File: config.mk
export PLATFORM = sky130hd
export DESIGN_NAME = bru_next_addr
export DESIGN_NICKNAME = d
export VERILOG_FILES = /design/src/rtl/bru_pkg.sv /design/src/rtl/bru_cond_eval.sv /design/src/rtl/bru_target_gen.sv /design/src/rtl/bru_next_addr.sv
export SDC_FILE = /design/constraint.sdc
export NUM_CORES = 1
export LEC_CHECK = 0
export ABC_AREA = 1
export BUFFER_PORTS_ARGS = -buffer_cell sky130_fd_sc_hd__buf_2
export CORE_MARGIN = 2
export CORE_UTILIZATION = 49
export DETAILED_ROUTE_END_ITERATION = 12
export PLACE_DENSITY = 0.78
export SYNTH_ARGS = -nofsm -noshare
export SYNTH_HDL_FRONTEND = slang
export SYNTH_SLANG_ARGS = --single-unit
File: constraint.sdc
create_clock -name clk_i -period 2.5 [get_ports clk_i]
set_input_delay 0.375 -clock clk_i [delete_from_list [all_inputs] [get_ports clk_i]]
set_output_delay 0.375 -clock clk_i [all_outputs]
set_load 0.02 [all_outputs]
File: src/rtl/bru_pkg.sv
package bru_pkg;
  typedef enum logic [1:0] {
    BK_UNCOND = 2'd0,
    BK_DISP   = 2'd1,
    BK_CTR    = 2'd2,
    BK_LR     = 2'd3
  } br_kind_e;

  typedef struct packed {
    logic dec_en;
    logic cnt_ok;
    logic cond_ok;
  } br_dec_t;
endpackage

File: src/rtl/bru_cond_eval.sv
module bru_cond_eval
  import bru_pkg::*;
#(
  parameter int XLEN = 32,
  parameter int BI_W = 5,
  localparam int CR_W = 1 << BI_W
) (
  input  logic            cond_kind_i,
  input  logic [4:0]      bo_i,
  input  logic [BI_W-1:0] bi_i,
  input  logic [CR_W-1:0] cr_i,
  input  logic [XLEN-1:0] ctr_i,
  output logic [XLEN-1:0] ctr_next_o,
  output br_dec_t         dec_o
);
  logic [BI_W-1:0] sel_idx;
  logic            cr_bit;

  always_comb begin
    // bit index counts from the MSB of the condition register
    sel_idx         = BI_W'(CR_W - 1) - bi_i;
    cr_bit          = cr_i[sel_idx];
    dec_o.dec_en    = cond_kind_i && !bo_i[2];
    ctr_next_o      = dec_o.dec_en ? ctr_i - XLEN'(1) : ctr_i;
    dec_o.cnt_ok    = bo_i[2] || ((ctr_next_o == '0) == bo_i[1]);
    dec_o.cond_ok   = bo_i[4] || (cr_bit == bo_i[3]);
  end
endmodule

File: src/rtl/bru_target_gen.sv
module bru_target_gen
  import bru_pkg::*;
#(
  parameter int XLEN = 32,
  parameter int LI_W = 24,
  parameter int BD_W = 14
) (
  input  br_kind_e        kind_i,
  input  logic [XLEN-1:0] pc_i,
  input  logic [LI_W-1:0] disp_i,
  input  logic            aa_i,
  input  logic [XLEN-1:0] ctr_i,
  input  logic [XLEN-1:0] lr_i,
  output logic [XLEN-1:0] tgt_o
);
  logic [XLEN-1:0] off_long;
  logic [XLEN-1:0] off_short;
  logic [XLEN-1:0] off_sel;

  always_comb begin
    off_long  = {{(XLEN-LI_W-2){disp_i[LI_W-1]}}, disp_i, 2'b00};
    off_short = {{(XLEN-BD_W-2){disp_i[BD_W-1]}}, disp_i[BD_W-1:0], 2'b00};
    off_sel   = (kind_i == BK_UNCOND) ? off_long : off_short;
    unique case (kind_i)
      BK_CTR:  tgt_o = {ctr_i[XLEN-1:2], 2'b00};
      BK_LR:   tgt_o = {lr_i[XLEN-1:2], 2'b00};
      default: tgt_o = aa_i ? off_sel : pc_i + off_sel;
    endcase
  end
endmodule

File: src/rtl/bru_next_addr.sv
module bru_next_addr
  import bru_pkg::*;
#(
  parameter int              XLEN     = 32,
  parameter int              LI_W     = 24,
  parameter int              BD_W     = 14,
  parameter int              BI_W     = 5,
  parameter logic [XLEN-1:0] RESET_PC = '0,
  localparam int             CR_W     = 1 << BI_W
) (
  input  logic            clk_i,
  input  logic            rst_ni,
  input  logic            br_valid_i,
  input  logic [1:0]      br_kind_i,
  input  logic [4:0]      bo_i,
  input  logic [BI_W-1:0] bi_i,
  input  logic [LI_W-1:0] disp_i,
  input  logic            aa_i,
  input  logic            lk_i,
  input  logic [CR_W-1:0] cr_i,
  input  logic [XLEN-1:0] ctr_i,
  input  logic [XLEN-1:0] lr_i,
  output logic [XLEN-1:0] pc_o,
  output logic            taken_o,
  output logic [XLEN-1:0] ctr_o,
  output logic            ctr_we_o,
  output logic [XLEN-1:0] lr_o,
  output logic            lr_we_o
);
  br_kind_e        kind;
  br_dec_t         dec;
  logic [XLEN-1:0] ctr_next;
  logic [XLEN-1:0] tgt;
  logic [XLEN-1:0] seq_pc;
  logic            take;

  assign kind   = br_kind_e'(br_kind_i);
  assign seq_pc = pc_o + XLEN'(4);

  bru_cond_eval #(.XLEN(XLEN), .BI_W(BI_W)) u_cond (
    .cond_kind_i (kind != BK_UNCOND),
    .bo_i        (bo_i),
    .bi_i        (bi_i),
    .cr_i        (cr_i),
    .ctr_i       (ctr_i),
    .ctr_next_o  (ctr_next),
    .dec_o       (dec)
  );

  bru_target_gen #(.XLEN(XLEN), .LI_W(LI_W), .BD_W(BD_W)) u_tgt (
    .kind_i (kind),
    .pc_i   (pc_o),
    .disp_i (disp_i),
    .aa_i   (aa_i),
    .ctr_i  (ctr_next),
    .lr_i   (lr_i),
    .tgt_o  (tgt)
  );

  assign take = (kind == BK_UNCOND) || (dec.cnt_ok && dec.cond_ok);

  always_ff @(posedge clk_i or negedge rst_ni) begin
    if (!rst_ni) begin
      pc_o     <= RESET_PC;
      taken_o  <= 1'b0;
      ctr_o    <= '0;
      ctr_we_o <= 1'b0;
      lr_o     <= '0;
      lr_we_o  <= 1'b0;
    end else begin
      taken_o  <= br_valid_i && take;
      ctr_we_o <= br_valid_i && dec.dec_en;
      lr_we_o  <= br_valid_i && lk_i;
      if (br_valid_i) begin
        pc_o  <= take ? tgt : seq_pc;
        ctr_o <= ctr_next;
        lr_o  <= seq_pc;
      end
    end
  end
endmodule

==> results.toml <==
[status]
outcome = "finished with violations"
violations = "negative setup slack"

[cts]
cts_tree = "yes"
h-tree-depth = 3
cts_root_buf = "clkbuf_16"
path_clk_slew_ps = 80
cts_max_path_buffers = 2
cts.sinks = 95
cts_buffers = 9
insertion_delay_ps = 360

[place]
post-place-ws_ps = -495
postPlaceCellArea_sq_mm = 0.0117
dp.cells = 2029
place_congestion = 0.995
place_hpwl_mm = 27.0
portBuffers = 228

[logic_synthesis]
synthArstFlopShare_pct = 100
ys_types = 47
yosys.area.top_type = "dfrtp_1"
ys_seq_area_share_pct = 27.5
synth_most_common_cell = "nand2_1"
synth-seq-cells = 95
synth_area_leaders = "dfrtp_1, nand2_1, nor2_1"
yosys_warnings = 0
netlist_top_cells_count = "nand2_1, nor2_1, inv_1"
synth_top_area_share_pct = 27.5
syn_area_per_cell_sq_um = 6.21
synth_edf_count = 0
synthCells = 1389
synth_ff_type = "dfrtp_1"
syn_area_sq_mm = 0.00863

[critical_path]
cpPeakStageDelay_ps = 430
required_ps = 2810
slowest_stage = "dfrtp_2"
worstReg2RegEnd = "lr_o[30]$_DFFE_PN0P_"
regToRegStartpoint = "pc_o[2]$_DFFE_PN0P_"
criticalPathCategory = "reg2reg"
reg2reg_depth = 15
worstPathArrival_ps = 2860
r2r_slack_ps = -50
crit_path_end_kind = "register"
worstPathMaxFanout = 4
critPathLaunchType = "register"
path_cells = "ha_4 -> nand4_1 -> nor2_2 -> nand3_2 -> nor2_4 -> buf_6 -> nand3_4 -> nor3_4 -> nand3_4 -> nor2_4 -> nand2_2 -> xor2_1 -> nand2_1 -> buf_4 -> nand2_2"

[floorplanning]
num_io_pins = 236
core.rowCount = 48
die_w_microns = 137
fp.dieH_microns = 137
core_sq_mm = 0.0172
initial_core_util_pct = 50.1
die-area_sq_mm = 0.0187

[global_routing]
track_usage_pct = 36.3
antenna_found_initial = 2
overflow = 0
grt_first_pass_wirelength_mm = 52.9
grt_pass1_vias = 10500
grt_max_degree = 66

[routing]
wl_per_cell_microns = 17.9
drt-initial-drc-count = 980
ant_nets = 0
drc_errors = 0
met2WireLength_mm = 17.7
highest_layer = "met4"
drt-met1-wl_mm = 15.0
drt_pass1_iterations = 6
viasPerCell = 5.58
drt_wl_total_mm = 37.3
num_vias = 11600
routed-wl-met3_mm = 3.22

[timing]
final.setup.tns_ps = -128
setup_violations = 5
min_period_ps = 2550
slew_viol_final = 0
rsz0062_at_grt = "yes"
fmax_mhz = 392
hold_violations = 0
tightest_slew_ps = 647
finClkSkew_ps = 15.7
finalCritPeriodShare_pct = 102
holdWs_ps = 194
worst_slack_ps = -49.0
relSlewSlack_pct = 56.9

[hold_path]
hp-start = "lk_i"
holdPathEnd = "lr_we_o$_DFF_PN0_"
hold_path.class = "in2reg"
whs_path_depth = 3

[final_layout]
drive_gt1_share_pct = 40.5
finalNonFillerCells = 2081
nets = 2017
syn_to_final_growth_pct = 55.3
final_core_util_pct = 77.8
final_area_sq_mm = 0.0134

[pwr]
p_total_mw = 8.43
powerDensity_mw_per_mm2 = 629
cellLeakagePower_nw = 6.97
max-vdd-ir-drop_uv = 514

[run]
maxCapViolations = 0
[sequential cells by signal, indices dropped and copies added (netlist names)]
name / cells
ctr_o: 32
ctr_we_o: 1
lr_o: 30
lr_we_o: 1
pc_o: 30
taken_o: 1
[area by class of cell]
| class | count | area (sq um) |
|---|---|---|
| antenna | 3 | 7.51 |
| clock buffer | 9 | 225 |
| clock inverter | 7 | 88.8 |
| fill | 1309 | 3830 |
| inverter | 132 | 499 |
| multi-input combinational | 1119 | 6580 |
| sequential | 95 | 2380 |
| tap | 225 | 282 |
| timing repair buffer | 491 | 3340 |
[cells in the final DEF (no fill, tap or decap), types with 6 or more instances in the layout]
| master | instances |
|---|---|
| ha_4 | 20 |
| nor2_1 | 117 |
| nand3_2 | 17 |
| buf_12 | 9 |
| nand3_1 | 88 |
| inv_2 | 11 |
| nor2_4 | 19 |
| xnor2_1 | 8 |
| a31oi_1 | 13 |
| a21oi_1 | 29 |
| nand4_1 | 23 |
| a21oi_2 | 21 |
| o221ai_1 | 6 |
| or2_2 | 8 |
| clkbuf_16 | 12 |
| buf_6 | 12 |
| buf_4 | 240 |
| inv_1 | 119 |
| nor2_2 | 25 |
| o21ai_1 | 16 |
| nand2_2 | 64 |
| ha_1 | 8 |
| nand3b_1 | 7 |
| nor3_1 | 10 |
| buf_2 | 225 |
| xor2_1 | 31 |
| dfrtp_1 | 92 |
| nand2_4 | 14 |
| o21ai_0 | 86 |
| nand2_1 | 414 |
[metal layers]
layer | up-vias | GRT usage, %
li1 | 5443 | -
met2 | 604 | 60.0
met5 | - | 0
met1 | 5440 | 46.8
met4 | 0 | 13.5
met3 | 130 | 7.00
[critical path, delay by kind of cell (launching register included)]
| kind | cells | cell delay, ps |
|---|---|---|
| xor gates and xnor gates | 1 | 150 |
| adders and majority gates | 1 | 180 |
| buffers and inverters | 2 | 320 |
| DFF | 1 | 430 |
| and+or+nand+nor | 11 | 1400 |
[timing repair]
action | 4_1_cts | 5_1_grt
gates cloned | 0 | 3
setup buffers | 7 | 26
resized for setup | 38 | 239
hold buffers | 1 | 0
pin swaps | 21 | 109
hold endpoints to repair | 10 | 0
endpoints found under the setup margin | 24 | 37
[power breakdown]
| group | leakage [nW] | total, mW | internal [mW] | switching (mW) |
|---|---|---|---|---|
| logic | 5.67 | 4.84 | 2.05 | 2.79 |
| clock network | 0.152 | 1.52 | 0.803 | 0.720 |
| registers | 1.15 | 2.07 | 1.81 | 0.254 |
| total | 6.97 | 8.43 | 4.67 | 3.77 |
[worst max path at each step]
stage | from | endpoint | slack (ps) | cells past startpoint
final | pc_o[2]$_DFFE_PN0P_ | lr_o[30]$_DFFE_PN0P_ | -50 | 15
after floorplan | pc_o[2]$_DFFE_PN0P_ | pc_o[30]$_DFFE_PN0P_ | 30 | 19
after global routing | pc_o[2]$_DFFE_PN0P_ | pc_o[30]$_DFFE_PN0P_ | -170 | 16
after global placement | br_kind_i[1] | pc_o[31]$_DFFE_PN0P_ | -460 | 20
after CTS | pc_o[2]$_DFFE_PN0P_ | pc_o[30]$_DFFE_PN0P_ | -50 | 16
after detailed placement | br_kind_i[1] | pc_o[31]$_DFFE_PN0P_ | -490 | 20
[logic make-up (layout without fill, tap and decap cells)]
kind of cell	count (synthesis)	after routing	share of synthesized area, %
simple gates	830	830	41.6
compound gates	214	214	14.0
buf+inv	178	639	8.18
flops	95	95	27.5
xor+xnor	39	39	3.96
fa+ha+maj	32	32	4.73
other cells	1	7	0.0434
Power figures use the tool's default switching activity.
